File: config.mk
export PLATFORM = sky130hd
export DESIGN_NAME = lat_thr_mon
export DESIGN_NICKNAME = d
export VERILOG_FILES = /design/src/rtl/lat_thr_pkg.sv /design/src/rtl/lat_thr_decode.sv /design/src/rtl/lat_thr_counter.sv /design/src/rtl/lat_thr_mon.sv
export SDC_FILE = /design/constraint.sdc
export NUM_CORES = 1
export LEC_CHECK = 0
export CORE_UTILIZATION = 50
export DETAILED_ROUTE_END_ITERATION = 6
export GPL_TIMING_DRIVEN = 0
export PLACE_DENSITY = 0.71
export SLEW_MARGIN = 10
export SYNTH_ARGS = -nofsm -noshare
export SYNTH_HDL_FRONTEND = slang
export SYNTH_SLANG_ARGS = --single-unit
File: constraint.sdc
create_clock -name clk -period 4.7 [get_ports clk]
set_input_delay 0.47 -clock clk [delete_from_list [all_inputs] [get_ports clk]]
set_output_delay 0.47 -clock clk [all_outputs]
set_load 0.01 [all_outputs]
File: src/rtl/lat_thr_pkg.sv
package lat_thr_pkg;

  typedef enum logic {
    ST_IDLE = 1'b0,
    ST_MEAS = 1'b1
  } meas_state_e;

endpackage

File: src/rtl/lat_thr_decode.sv
module lat_thr_decode #(
  parameter int MANT_W  = 8,
  parameter int EXP_W   = 3,
  parameter int MAX_EXP = 5,
  localparam int CNT_W  = MANT_W + 2 * MAX_EXP,
  localparam int CFG_W  = MANT_W + EXP_W
) (
  input  logic [CFG_W-1:0] cfg,
  output logic [CNT_W-1:0] thr,
  output logic             armed
);

  localparam logic [CNT_W-1:0] MAX_THR =
    CNT_W'({MANT_W{1'b1}}) << (2 * MAX_EXP);

  logic [MANT_W-1:0] mant;
  logic [EXP_W-1:0]  expo;
  logic [CNT_W-1:0]  cand [MAX_EXP+1];

  assign mant = cfg[MANT_W-1:0];
  assign expo = cfg[CFG_W-1:MANT_W];

  // one shifted copy per legal exponent
  for (genvar e = 0; e <= MAX_EXP; e++) begin : g_cand
    assign cand[e] = CNT_W'(mant) << (2 * e);
  end

  always_comb begin
    thr = MAX_THR;
    for (int e = 0; e <= MAX_EXP; e++) begin
      if (int'(expo) == e) thr = cand[e];
    end
  end

  // zero mantissa disables; nonzero exponent needs a top mantissa bit
  assign armed = (mant != '0) &&
                 !((expo != '0) && (mant[MANT_W-1 -: 2] == 2'b00));

endmodule

File: src/rtl/lat_thr_counter.sv
module lat_thr_counter #(
  parameter int CNT_W = 18
) (
  input  logic             clk,
  input  logic             rst_n,
  input  logic             start_evt,
  input  logic             end_evt,
  input  logic             marked,
  output logic             open_meas,
  output logic             close_meas,
  output logic             busy,
  output logic [CNT_W-1:0] cnt
);
  import lat_thr_pkg::*;

  localparam logic [CNT_W-1:0] CNT_MAX = '1;

  meas_state_e state_q;

  assign busy       = (state_q == ST_MEAS);
  assign open_meas  = !busy && start_evt && marked;
  assign close_meas = busy && end_evt;

  always_ff @(posedge clk or negedge rst_n) begin
    if (!rst_n) begin
      state_q <= ST_IDLE;
      cnt     <= '0;
    end else if (open_meas) begin
      state_q <= ST_MEAS;
      cnt     <= CNT_W'(1);
    end else if (close_meas) begin
      state_q <= ST_IDLE;
    end else if (busy && cnt != CNT_MAX) begin
      cnt <= cnt + CNT_W'(1);
    end
  end

  p_sat_hold_r3: assert property (@(posedge clk) disable iff (!rst_n)
    busy && !end_evt && cnt == CNT_MAX |=> cnt == CNT_MAX);

  p_no_restart_r4: assert property (@(posedge clk) disable iff (!rst_n)
    busy && !end_evt |=> busy && cnt != CNT_W'(1));

  p_busy_rise_r1: assert property (@(posedge clk) disable iff (!rst_n)
    !busy && start_evt && !marked |=> !busy);

endmodule

File: src/rtl/lat_thr_mon.sv
module lat_thr_mon #(
  parameter int MANT_W  = 8,
  parameter int EXP_W   = 3,
  parameter int MAX_EXP = 5,
  localparam int CNT_W  = MANT_W + 2 * MAX_EXP,
  localparam int CFG_W  = MANT_W + EXP_W
) (
  input  logic             clk,
  input  logic             rst_n,
  input  logic             start_evt,
  input  logic             end_evt,
  input  logic             marked,
  input  logic [CFG_W-1:0] thr_cfg,
  output logic             exceed,
  output logic [CNT_W-1:0] latency,
  output logic             busy
);

  logic [CNT_W-1:0] dec_thr;
  logic             dec_armed;
  logic             open_meas;
  logic             close_meas;
  logic [CNT_W-1:0] cnt;
  logic [CNT_W-1:0] thr_q;
  logic             armed_q;

  lat_thr_decode #(
    .MANT_W (MANT_W),
    .EXP_W  (EXP_W),
    .MAX_EXP(MAX_EXP)
  ) u_decode (
    .cfg  (thr_cfg),
    .thr  (dec_thr),
    .armed(dec_armed)
  );

  lat_thr_counter #(
    .CNT_W(CNT_W)
  ) u_counter (
    .clk       (clk),
    .rst_n     (rst_n),
    .start_evt (start_evt),
    .end_evt   (end_evt),
    .marked    (marked),
    .open_meas (open_meas),
    .close_meas(close_meas),
    .busy      (busy),
    .cnt       (cnt)
  );

  // threshold snapshot taken when a measurement opens
  always_ff @(posedge clk or negedge rst_n) begin
    if (!rst_n) begin
      thr_q   <= '0;
      armed_q <= 1'b0;
    end else if (open_meas) begin
      thr_q   <= dec_thr;
      armed_q <= dec_armed;
    end
  end

  always_ff @(posedge clk or negedge rst_n) begin
    if (!rst_n) begin
      latency <= '0;
      exceed  <= 1'b0;
    end else begin
      exceed <= close_meas && armed_q && (cnt > thr_q);
      if (open_meas)       latency <= '0;
      else if (close_meas) latency <= cnt;
    end
  end

  p_exceed_pulse_r9: assert property (@(posedge clk) disable iff (!rst_n)
    exceed |=> !exceed);

  p_exceed_strict_r9: assert property (@(posedge clk) disable iff (!rst_n)
    exceed |-> latency > thr_q);

  p_exceed_armed_r7: assert property (@(posedge clk) disable iff (!rst_n)
    exceed |-> armed_q);

  p_latency_hold_r11: assert property (@(posedge clk) disable iff (!rst_n)
    !open_meas && !close_meas |=> $stable(latency));

  p_idle_end_r12: assert property (@(posedge clk) disable iff (!rst_n)
    !busy && end_evt && !start_evt |=> !busy && !exceed);

endmodule

==> results of run 1 <==
==> final cells by class <==
type,count,area (sq um),share of cell area
Buffer,16,63.8,0.0170
Multi-Input combinational cell,250,1560,0.416
Timing Repair Buffer,35,348,0.0927
Inverter,22,82.6,0.0220
Clock inverter,4,45.0,0.0120
Tap cell,75,93.8,0.0250
Sequential cell,57,1430,0.380
Clock buffer,11,131,0.0350
==> worst max path at each step <==
stage | startpoint | end | slack (ns) | cells past startpoint
2_1_floorplan | end_evt | u_counter.cnt[10]$_DFFE_PN0P_ | 3.07 | 4
3_3_place_gp | rst_n | thr_q[10]$_DFFE_PN0P_ | 1.41 | 1
3_5_place_dp | start_evt | u_counter.cnt[5]$_DFFE_PN0P_ | 2.26 | 8
4_1_cts | start_evt | u_counter.cnt[5]$_DFFE_PN0P_ | 2.63 | 8
5_1_grt | marked | u_counter.cnt[5]$_DFFE_PN0P_ | 2.42 | 8
6_report | start_evt | u_counter.cnt[5]$_DFFE_PN0P_ | 2.65 | 8
==> through the flow <==
stage                     total power, mW  worst slack, ns  cells
after global placement              0.766             1.41    455
final                                1.19             2.65    470
after detailed placement            0.775             2.26    455
after CTS                            1.20             2.63    470
after global routing                 1.26             2.42    470
after floorplan                     0.691             3.07    345
==> logic make-up (layout without fill, tap and decap cells) <==
kind of cell / Yosys count / in the layout / share of synthesized area
buffers and inverters: 38 / 88 / 0.0467
adder cells (fa/ha/maj): 19 / 19 / 0.0758
AND/OR/NAND/NOR: 133 / 133 / 0.210
AO/OA/AOI/OAI: 82 / 82 / 0.162
multiplexers: 11 / 11 / 0.0367
flip-flops: 57 / 57 / 0.455
XOR/XNOR: 5 / 5 / 0.0140
==> per-layer routing <==
layer / up-vias / wire length [microns] / track usage
li1: 1305 / - / -
met1: 1257 / 3100 / 0.309
met2: 58 / 3490 / 0.411
met3: 11 / 278 / 0.0506
met4: 0 / 110 / 0.120
met5: - / 0 / 0
==> cell usage after synthesis, drive strengths merged, types with 5 or more instances <==
| master | number | area share |
|---|---|---|
| a21oi | 18 | 0.030 |
| clkbuf | 12 | 0.014 |
| dfrtp | 57 | 0.45 |
| ha | 19 | 0.076 |
| inv | 22 | 0.026 |
| mux2i | 7 | 0.022 |
| nand2 | 64 | 0.077 |
| nand3 | 8 | 0.013 |
| nand4 | 12 | 0.029 |
| nor2 | 17 | 0.020 |
| nor2b | 5 | 0.010 |
| nor3 | 7 | 0.013 |
| o21ai | 36 | 0.057 |
| o31ai | 5 | 0.014 |
==> flip-flops by register name (all words and copies together), names as in the netlist <==
name and count:
thr_q 18, armed_q 1, exceed 1, latency 18, u_counter.cnt 18, u_counter.busy 1
==> where the power goes <==
part	switching, mW	internal, mW
sequential	0.0289	0.532
combinational	0.119	0.0844
clock	0.186	0.239
==> critical path: stages <==
cell and delay, ns:
clkdlybuf4s50_1 0.39, nand2_1 0.12, or2_0 0.12, clkbuf_1 0.21, buf_2 0.27, buf_1 0.44
o211ai_1 0.17, o31ai_1 0.10
==> results by group, run 1 <==
Cells and area
  • Diode count: 0
  • Fill cells: 566
  • Commonest non-fill, non-tap cell in the layout: nand2_1
  • # nets final: 426
  • Finished Cell Area: between 3000 and 4000 sq um
  • P&R area growth vs syn: 19.7%
  • Most frequent cells in the layout: nand2_1 (64), dfrtp_1 (57), o21ai_0 (36)
  • Final core occ: 0.627
  • Layout cells sized above 1: 0.0810

STA
  • Fin crit period: roughly 2 ns
  • Worst Tran Pin Value: approximately 0.7 ns
  • Final Setup Violations: 0
  • Hold Slack: 0.190 ns
  • Final worst-path cycle share: 0.437
  • RSZ-0062 raised after global routing: no
  • Clock skew: 0.00962 ns
  • Final hold violation count: 0
  • Max_slew headroom: 0.533
  • Fmax: 487 MHz
  • Max Slew Vio Count: 0
  • Setup TNS: 0 ns

Critical path
  • Critical setup path kind: in2reg
  • CP Launch Type: input port
  • WP data required: 4.94 ns
  • CP endpoint kind: register
  • Crit path max fanout: 10
  • RR Startpoint: u_counter.busy$_DFFE_PN0P_
  • Reg2reg setup slack: about 2.9 ns
  • Worst path arrival time: 2.29 ns
  • Worst reg2reg path depth: 6
  • Worst reg2reg endpoint: u_counter.cnt[5]$_DFFE_PN0P_

Global routing
  • Tot GR Track Use: 0.249
  • Gr ovfl total: 0
  • Initial antenna violation count: 0
  • First-pass GRT wire length: ~12 mm
  • Largest net degree at the start of global routing: 58
  • Vias in the first global route: about 2500

Synthesis
  • Fraction of registers with async set/reset: 1.00
  • Synth Cell Area: ~3100 sq um
  • Post-synthesis sequential area ratio: 0.455
  • Synth unique cells: 48
  • Mapped Cells: 345
  • Post-synth EDFFs: 0
  • Dominant synthesized flop cell: dfrtp_1
  • Synthesis warning total: 0
  • Post-Synthesis Net Count: 380
  • Yosys reg bits: 57
  • Synthesized area per cell: roughly 9 sq um

Routing
  • Routed len/inst: approximately 15 microns
  • Routed WL: 6.98 mm
  • Starting DRT DRC Count: roughly 140
  • Drt drc: 0
  • Routed Antenna Nets: 0
  • Pre-antenna DRT Iters: 5
  • Routed vias/inst: 5.60
  • Routed vias: 2631

Worst hold path
  • Worst min path class: in2async

Clocking
  • Depth of the CTS H-tree: 3
  • Clk sinks: 57
  • Reg clk slew, reported paths: 0.06 ns
  • Max Root-Sink Buffers: 2
  • Clock Tree Root: clkbuf_8
  • Cts repair resizes: 0
  • Hold Buf Count CTS: 0
  • CTS tree: built
  • Inserted Clock Buffers: 9
  • Worst-skew pair later-pin latency: approximately 0.34 ns
  • Postcts setup bufs: 0

Placement
  • DPL Wire Length: 5.23 mm
  • I/O Buffers: 35
  • Placed instance area: about 3600 sq um
  • Global placer's final weighted congestion: roughly 0.88

Die
  • Std cell rows: 28
  • Core area: 5990 sq um
  • Die Wd: 81.2 microns
  • DIE AREA: 6590 sq um
  • Starting Density: 0.523
  • Die span in y: 81.2 microns
  • Ports: 36

Pwr
  • P per Cell Area: 317 nW/um^2
  • Maximum vdd drop: 0.167 mV
  • Leak pwr: 1.64 nW

Status
  • Status: complete, no violations

Flow run
  • Maxcap violations: 0
(Power assumes the default switching activity.)
==> run 2: changes to the inputs <==
--- a/config.mk
+++ b/config.mk
@@ -8,7 +8,7 @@
 export CORE_UTILIZATION = 50
 export DETAILED_ROUTE_END_ITERATION = 6
 export GPL_TIMING_DRIVEN = 0
-export PLACE_DENSITY = 0.71
+export PLACE_DENSITY = 0.74
 export SLEW_MARGIN = 10
 export SYNTH_ARGS = -nofsm -noshare
 export SYNTH_HDL_FRONTEND = slang
==> constraint.sdc (replaced) <==
create_clock -name clk -period 1.8 [get_ports clk]
set_input_delay 0.18 -clock clk [delete_from_list [all_inputs] [get_ports clk]]
set_output_delay 0.18 -clock clk [all_outputs]
set_load 0.01 [all_outputs]
==> run 2 against run 1 <==
Net effect:
- first-iteration DRC count rose by 32%
- sequential share of layout area is 0.71 points lower
- clock skew down 0.0024 ns
- cell count grew 0.64%
- wire length rose by 2.6%
- total power grew to 2.6 times the previous value
- critical path depth down 2
- sequential power rose to 2.6 times the previous value
- core utilization is 1.4 points higher
- register-to-register slack worse by 2.8 ns
- global-route usage decreased by 0.76 points
- worst setup slack worse by 2.6 ns
- critical path type is now reg2reg
- highest routed layer unchanged
==> results by group, run 2 (synthesized netlist as in run 1, its figures left out) <==
Routing
  • Routed vias: 2653 (+0.84%)
  • Routed vias/inst: 5.61 (+0.20%)
  • Routed WL: 7.16 mm (+2.6%)
  • Routed len/inst: 15.1 microns (+2.0%)
  • Starting DRT DRC Count: 189 (+32%)
  • Routed Antenna Nets: 0 (unchanged)
  • Pre-antenna DRT Iters: 4 (-1)
  • Drt drc: 0 (unchanged)

STA
  • PnR worst setup slack: 0.0552 ns (-2.59 ns)
  • Final worst-path cycle share: 0.969
  • Max_slew headroom: 0.623 (+0.0899)
  • Fin crit period: between 1.5 and 2 ns
  • Worst Tran Pin Value: 0.565 ns (-0.135 ns)
  • Fmax: 573 MHz
  • Clock skew: 0.00720 ns (-0.00242 ns)
  • Final Setup Violations: 0 (unchanged)
  • RSZ-0062 raised after global routing: yes
  • Final hold violation count: 0 (unchanged)
  • Max Slew Vio Count: 0 (unchanged)

Global routing
  • Gr ovfl total: 0 (unchanged)
  • First-pass GRT wire length: 11.8 mm (-1.8%)
  • M2 GR Usage: 0.402 (-0.00924)
  • Largest net degree at the start of global routing: 34 (-41%)
  • Met1 Use GR: 0.305 (-0.00405)
  • Met3 GRT Util: 0.0382 (-0.0124)
  • Gr busiest metal: met2
  • Vias in the first global route: 2552 (+1.1%)
  • Tot GR Track Use: 0.241 (-0.00762)
  • Initial antenna violation count: 0 (unchanged)

Critical path
  • CP Launch Type: register
  • Worst path arrival time: 1.95 ns (-0.34 ns)
  • Crit-path slowest cell: dfrtp_2
  • CP endpoint kind: register
  • Delay-heaviest family, CP: simple AND/OR/NAND/NOR gates
  • Critical setup path kind: reg2reg
  • Crit path max fanout: 7 (-3)
  • CP bufs+invs: 0 (-4)
  • WP data required: 2.01 ns (-2.93 ns)
  • Critical path, cell by cell: ha_1 -> nand3_1 -> nor2_2 -> a21o_1 -> or3_1 -> mux2i_1
  • Crit-path max cell delay: 0.45 ns (about the same)

Status
  • Status: complete, no violations

Clocking
  • Postcts setup bufs: 0 (unchanged)
  • Inserted Clock Buffers: 9 (unchanged)
  • Max Root-Sink Buffers: 2 (unchanged)
  • Clk sinks: 57 (unchanged)
  • Reg clk slew, reported paths: 0.07 ns (about the same)
  • Depth of the CTS H-tree: 3 (unchanged)
  • Clock Tree Root: clkbuf_8
  • Worst-skew pair later-pin latency: 0.33 ns (about the same)
  • CTS tree: built

Placement
  • Post-place setup slack: -0.324 ns (-2.58 ns)
  • Global placer's final weighted congestion: 0.893 (+1.3%)
  • I/O Buffers: 35 (unchanged)
  • Placed insts: 456 (+0.22%)
  • DPL Wire Length: 5.26 mm (+0.44%)

Cells and area
  • Fill cells: 504 (-11%)
  • Commonest non-fill, non-tap cell in the layout: nand2_1
  • P&R area growth vs syn: 22.3%
  • Diode count: 0 (unchanged)
  • Layout cells sized above 1: 0.113 (+0.0321)
  • Final core occ: 0.640 (+0.0136)
  • Non-Filler Instances: 473 (+0.64%)
  • # nets final: 428 (+0.47%)
  • Regs by FF count: latency: 18 flops, thr_q: 18 flops, u_counter.cnt: 18 flops
  • Most frequent cells in the layout: nand2_1 (64), dfrtp_1 (54), o21ai_0 (36)

Die
  • Die Wd: 81.2 microns (unchanged)
  • Ports: 36 (unchanged)
  • Die span in y: 81.2 microns (unchanged)
  • DIE AREA: 6590 sq um (unchanged)
  • Starting Density: 0.523 (unchanged)
  • Core area: 5990 sq um (unchanged)
  • Std cell rows: 28 (unchanged)

Pwr
  • Leak pwr: 1.69 nW (+2.9%)
  • P per Cell Area: 809 nW/um^2 (+160%)
  • Maximum vdd drop: 0.464 mV (+180%)
  • Final Power: 3.10 mW (+160%)

Worst hold path
  • Worst min path class: in2async

Flow run
  • Maxcap violations: 0 (unchanged)
[run 2: per-layer routing]
metal | part of all wire | vias up
li1 | - | 1315
met1 | 0.45 | 1238
met2 | 0.49 | 86
met3 | 0.044 | 14
met4 | 0.016 | 0
met5 | 0 | -
[run 2: final cells by class]
cell class              count  area [sq um]  share of cell area
multi-input cells         250          1600               0.418
flip-flops and latches     57          1430               0.373
repair buffers             37           375              0.0979
clock buffers              11           151              0.0395
well taps                  75          93.8              0.0245
inverters                  22          82.6              0.0215
plain buffers              16          68.8              0.0179
clock inverters             5          30.0             0.00783
[run 2: worst paths after layout]
kind,from,end,cells after the start,slack [ns]
min in group clk,thr_q[5]$_DFFE_PN0P_,thr_q[5]$_DFFE_PN0P_,2,0.48
max reg2reg,u_counter.cnt[0]$_DFFE_PN0P_,u_counter.cnt[7]$_DFFE_PN0P_,6,0.06
max,u_counter.cnt[0]$_DFFE_PN0P_,u_counter.cnt[7]$_DFFE_PN0P_,6,0.06
max in group asynchronous,rst_n,u_counter.cnt[0]$_DFFE_PN0P_,3,0.85
min,rst_n,latency[2]$_DFFE_PN0P_,2,0.37
min reg2reg,thr_q[5]$_DFFE_PN0P_,thr_q[5]$_DFFE_PN0P_,2,0.48
[run 2: worst reg2reg max path, cell delays in order (launching register included)]
cell     delay (ns)
dfrtp_2        0.45
ha_1           0.23
nand3_1        0.18
nor2_2         0.09
a21o_1         0.21
or3_1          0.34
mux2i_1        0.13
[run 2: per-stage QoR]
step	area, sq um	hold WS [ns]	setup TNS [ns]
4_1_cts	3790	0.379	-0.00891
5_1_grt	3830	0.445	-0.0796
3_5_place_dp	3590	0.204	-4.48
6_report	3830	0.373	0
2_1_floorplan	3140	-0.116	0
3_3_place_gp	3580	0.464	-68.82
[run 2: what timing repair did]
action,4_1_cts,5_1_grt
hold endpoints to repair,24,0
gates resized for setup,1,13
endpoints found under the setup margin,5,19
pin swaps,0,1
hold buffers,1,0
[run 2: report_power, final]
group | leakage, nW | internal [mW] | switching (mW)
Sequential | 0.762 | 1.39 | 0.0736
Combinational | 0.839 | 0.228 | 0.314
Clock | 0.0911 | 0.566 | 0.528
Total | 1.69 | 2.19 | 0.916
==> run 3: changes to the inputs <==
--- a/config.mk
+++ b/config.mk
@@ -8,7 +8,8 @@
 export CORE_UTILIZATION = 50
 export DETAILED_ROUTE_END_ITERATION = 6
 export GPL_TIMING_DRIVEN = 0
-export PLACE_DENSITY = 0.74
+export PLACE_DENSITY = 0.71
+export SKIP_CTS_REPAIR_TIMING = 1
 export SLEW_MARGIN = 10
 export SYNTH_ARGS = -nofsm -noshare
 export SYNTH_HDL_FRONTEND = slang
==> constraint.sdc (replaced) <==
create_clock -name clk -period 1.82 [get_ports clk]
set_input_delay 0.182 -clock clk [delete_from_list [all_inputs] [get_ports clk]]
set_output_delay 0.182 -clock clk [all_outputs]
set_load 0.01 [all_outputs]
==> run 3 against run 2 <==
Net effect:
- clock-buffer cell count stayed put
- largest cell class unchanged
- global-route usage increased by 0.76 points
- total power decreased by 0.50%
- design area down 0.69%
- wire length fell by 1.3%
- highest routed layer unchanged
- fmax is 0.30% higher
- die area stayed put
- non-clock buffer count did not move
- critical path depth unchanged
==> results by group, run 3 (synthesized netlist as in run 1, its figures left out) <==
Status
  • Status: complete, no violations

Cells and area
  • Diode count: 0 (unchanged)
  • Finished Cell Area: 3810 sq um (-0.69%)
  • Layout cells sized above 1: 0.103 (-0.00979)
  • Non-Filler Instances: 472 (-0.21%)
  • # nets final: 428 (unchanged)
  • Commonest non-fill, non-tap cell in the layout: nand2_1
  • Regs by FF count: latency: 18 flops, thr_q: 18 flops, u_counter.cnt: 18 flops
  • Most frequent cells in the layout: nand2_1 (64), dfrtp_1 (55), o21ai_0 (36)
  • P&R area growth vs syn: 21.5%

Clocking
  • Clk sinks: 57 (unchanged)
  • Inserted Clock Buffers: 9 (unchanged)
  • Worst-skew pair later-pin latency: 0.34 ns (about the same)
  • Depth of the CTS H-tree: 3 (unchanged)
  • Reg clk slew, reported paths: 0.06 ns (about the same)
  • Max Root-Sink Buffers: 2 (unchanged)
  • Clock Tree Root: clkbuf_8
  • CTS tree: built

Die
  • Ports: 36 (unchanged)
  • Starting Density: 0.523 (unchanged)
  • DIE AREA: 6590 sq um (unchanged)
  • Die Wd: 81.2 microns (unchanged)
  • Die span in y: 81.2 microns (unchanged)
  • Core area: 5990 sq um (unchanged)
  • Std cell rows: 28 (unchanged)

Global routing
  • Gr ovfl total: 0 (unchanged)
  • Largest net degree at the start of global routing: 58 (+71%)
  • First-pass GRT wire length: 12.0 mm (+1.9%)
  • Tot GR Track Use: 0.249 (+0.00762)
  • Initial antenna violation count: 0 (unchanged)
  • Vias in the first global route: 2525 (-1.1%)

STA
  • Setup TNS: 0 ns (unchanged)
  • Final Setup Violations: 0 (unchanged)
  • Max Slew Vio Count: 0 (unchanged)
  • Final hold violation count: 0 (unchanged)
  • Max_slew headroom: 0.524 (-0.0993)
  • PnR worst setup slack: 0.0804 ns (+0.0252 ns)
  • Clock skew: 0.00912 ns (+0.00192 ns)
  • Final worst-path cycle share: 0.956 (-0.0135)
  • Fmax: 575 MHz (+0.30%)
  • Fin crit period: 1.74 ns (-0.00522 ns)
  • Worst Tran Pin Value: 0.714 ns (+0.149 ns)

Routing
  • Routed vias/inst: 5.64 (+0.48%)
  • Drt drc: 0 (unchanged)
  • Routed Antenna Nets: 0 (unchanged)
  • Pre-antenna DRT Iters: 5 (+1)
  • Routed WL: 7.07 mm (-1.3%)
  • Starting DRT DRC Count: 150 (-21%)
  • Routed vias: 2660 (+0.26%)
  • Routed len/inst: 15.0 microns (-1.1%)

Placement
  • Global placer's final weighted congestion: 0.881 (-1.3%)
  • Placed insts: 455 (-0.22%)
  • DPL Wire Length: 5.23 mm (-0.43%)
  • Post-place setup slack: -0.334 ns (-0.00922 ns)
  • I/O Buffers: 35 (unchanged)
  • Placed instance area: 3580 sq um (-0.49%)

Critical path
  • Worst reg2reg endpoint: u_counter.cnt[7]$_DFFE_PN0P_
  • WP data required: 2.03 ns (+0.02 ns)
  • CP bufs+invs: 0 (unchanged)
  • Critical setup path kind: reg2reg
  • Crit path max fanout: 7 (unchanged)
  • Crit-path slowest cell: dfrtp_2
  • Delay-heaviest family, CP: simple AND/OR/NAND/NOR gates
  • Worst reg2reg path depth: 6 (unchanged)
  • Critical path, cell by cell: ha_1 -> nand3_1 -> nor2_2 -> a21o_1 -> or3_1 -> mux2i_1
  • RR Startpoint: u_counter.cnt[0]$_DFFE_PN0P_
  • Worst path arrival time: 1.95 ns (about the same)
  • Reg2reg setup slack: 0.08 ns (+0.03 ns)
  • Crit-path max cell delay: 0.45 ns (about the same)
  • CP Launch Type: register
  • CP endpoint kind: register

Pwr
  • Leak pwr: 1.70 nW (+0.19%)
  • P per Cell Area: 810 nW/um^2 (+0.19%)
  • Final Power: 3.09 mW (-0.50%)
  • Maximum vdd drop: 0.433 mV (-6.7%)

Flow run
  • Maxcap violations: 0 (unchanged)

Worst hold path
  • Worst min path class: in2async
run 3: cell types whose count changed in the layout (fill, tap and decap cells not counted), moves of 2 or more:
| cell | delta |
|---|---|
| buf_4 | +2 |
| clkbuf_2 | +2 |
| clkbuf_8 | -2 |
| clkinvlp_4 | -2 |
run 3: per-stage QoR:
| step | utilization | hold slack [ns] |
|---|---|---|
| floorplan | - | -0.114 |
| global placement | 0.598 | 0.462 |
| detailed placement | 0.597 | 0.283 |
| CTS | 0.627 | -0.0785 |
| global route | 0.636 | 0.517 |
| finish | 0.636 | 0.443 |
run 3: where the power goes:
part	switching, mW	total (mW)	leakage, nW	internal, mW
Clock	0.486	1.10	0.0929	0.618
Sequential	0.0740	1.45	0.764	1.38
Combinational	0.310	0.531	0.839	0.222
Total	0.870	3.09	1.70	2.22
run 3: area by class of cell:
cell class / count / area (sq um)
Fill cell: 553 / 2180
Multi-Input combinational cell: 250 / 1590
Sequential cell: 57 / 1430
Timing Repair Buffer: 37 / 365
Clock buffer: 11 / 131
Tap cell: 75 / 93.8
Inverter: 22 / 82.6
Buffer: 16 / 68.8
Clock inverter: 4 / 45.0
run 3: how the worst max path moves through the flow:
stage / start / endpoint / slack [ns] / depth (start not counted)
detailed placement: start_evt / u_counter.cnt[5]$_DFFE_PN0P_ / -0.33 / 8
CTS: u_counter.busy$_DFFE_PN0P_ / u_counter.cnt[5]$_DFFE_PN0P_ / -0.06 / 6
finish: u_counter.cnt[0]$_DFFE_PN0P_ / u_counter.cnt[7]$_DFFE_PN0P_ / 0.08 / 6
global route: u_counter.busy$_DFFE_PN0P_ / u_counter.cnt[16]$_DFFE_PN0P_ / -0.006 / 5
floorplan: u_counter.cnt[0]$_DFFE_PN0P_ / u_counter.cnt[10]$_DFFE_PN0P_ / 0.24 / 5
global placement: rst_n / thr_q[10]$_DFFE_PN0P_ / -1.19 / 1
run 3: routing by layer:
metal | vias to the layer above | part of all wire | GRT usage
li1 | 1316 | - | -
met1 | 1274 | 0.46 | 0.309
met2 | 58 | 0.49 | 0.411
met3 | 12 | 0.034 | 0.0506
met4 | 0 | 0.018 | 0.120
met5 | - | 0 | 0
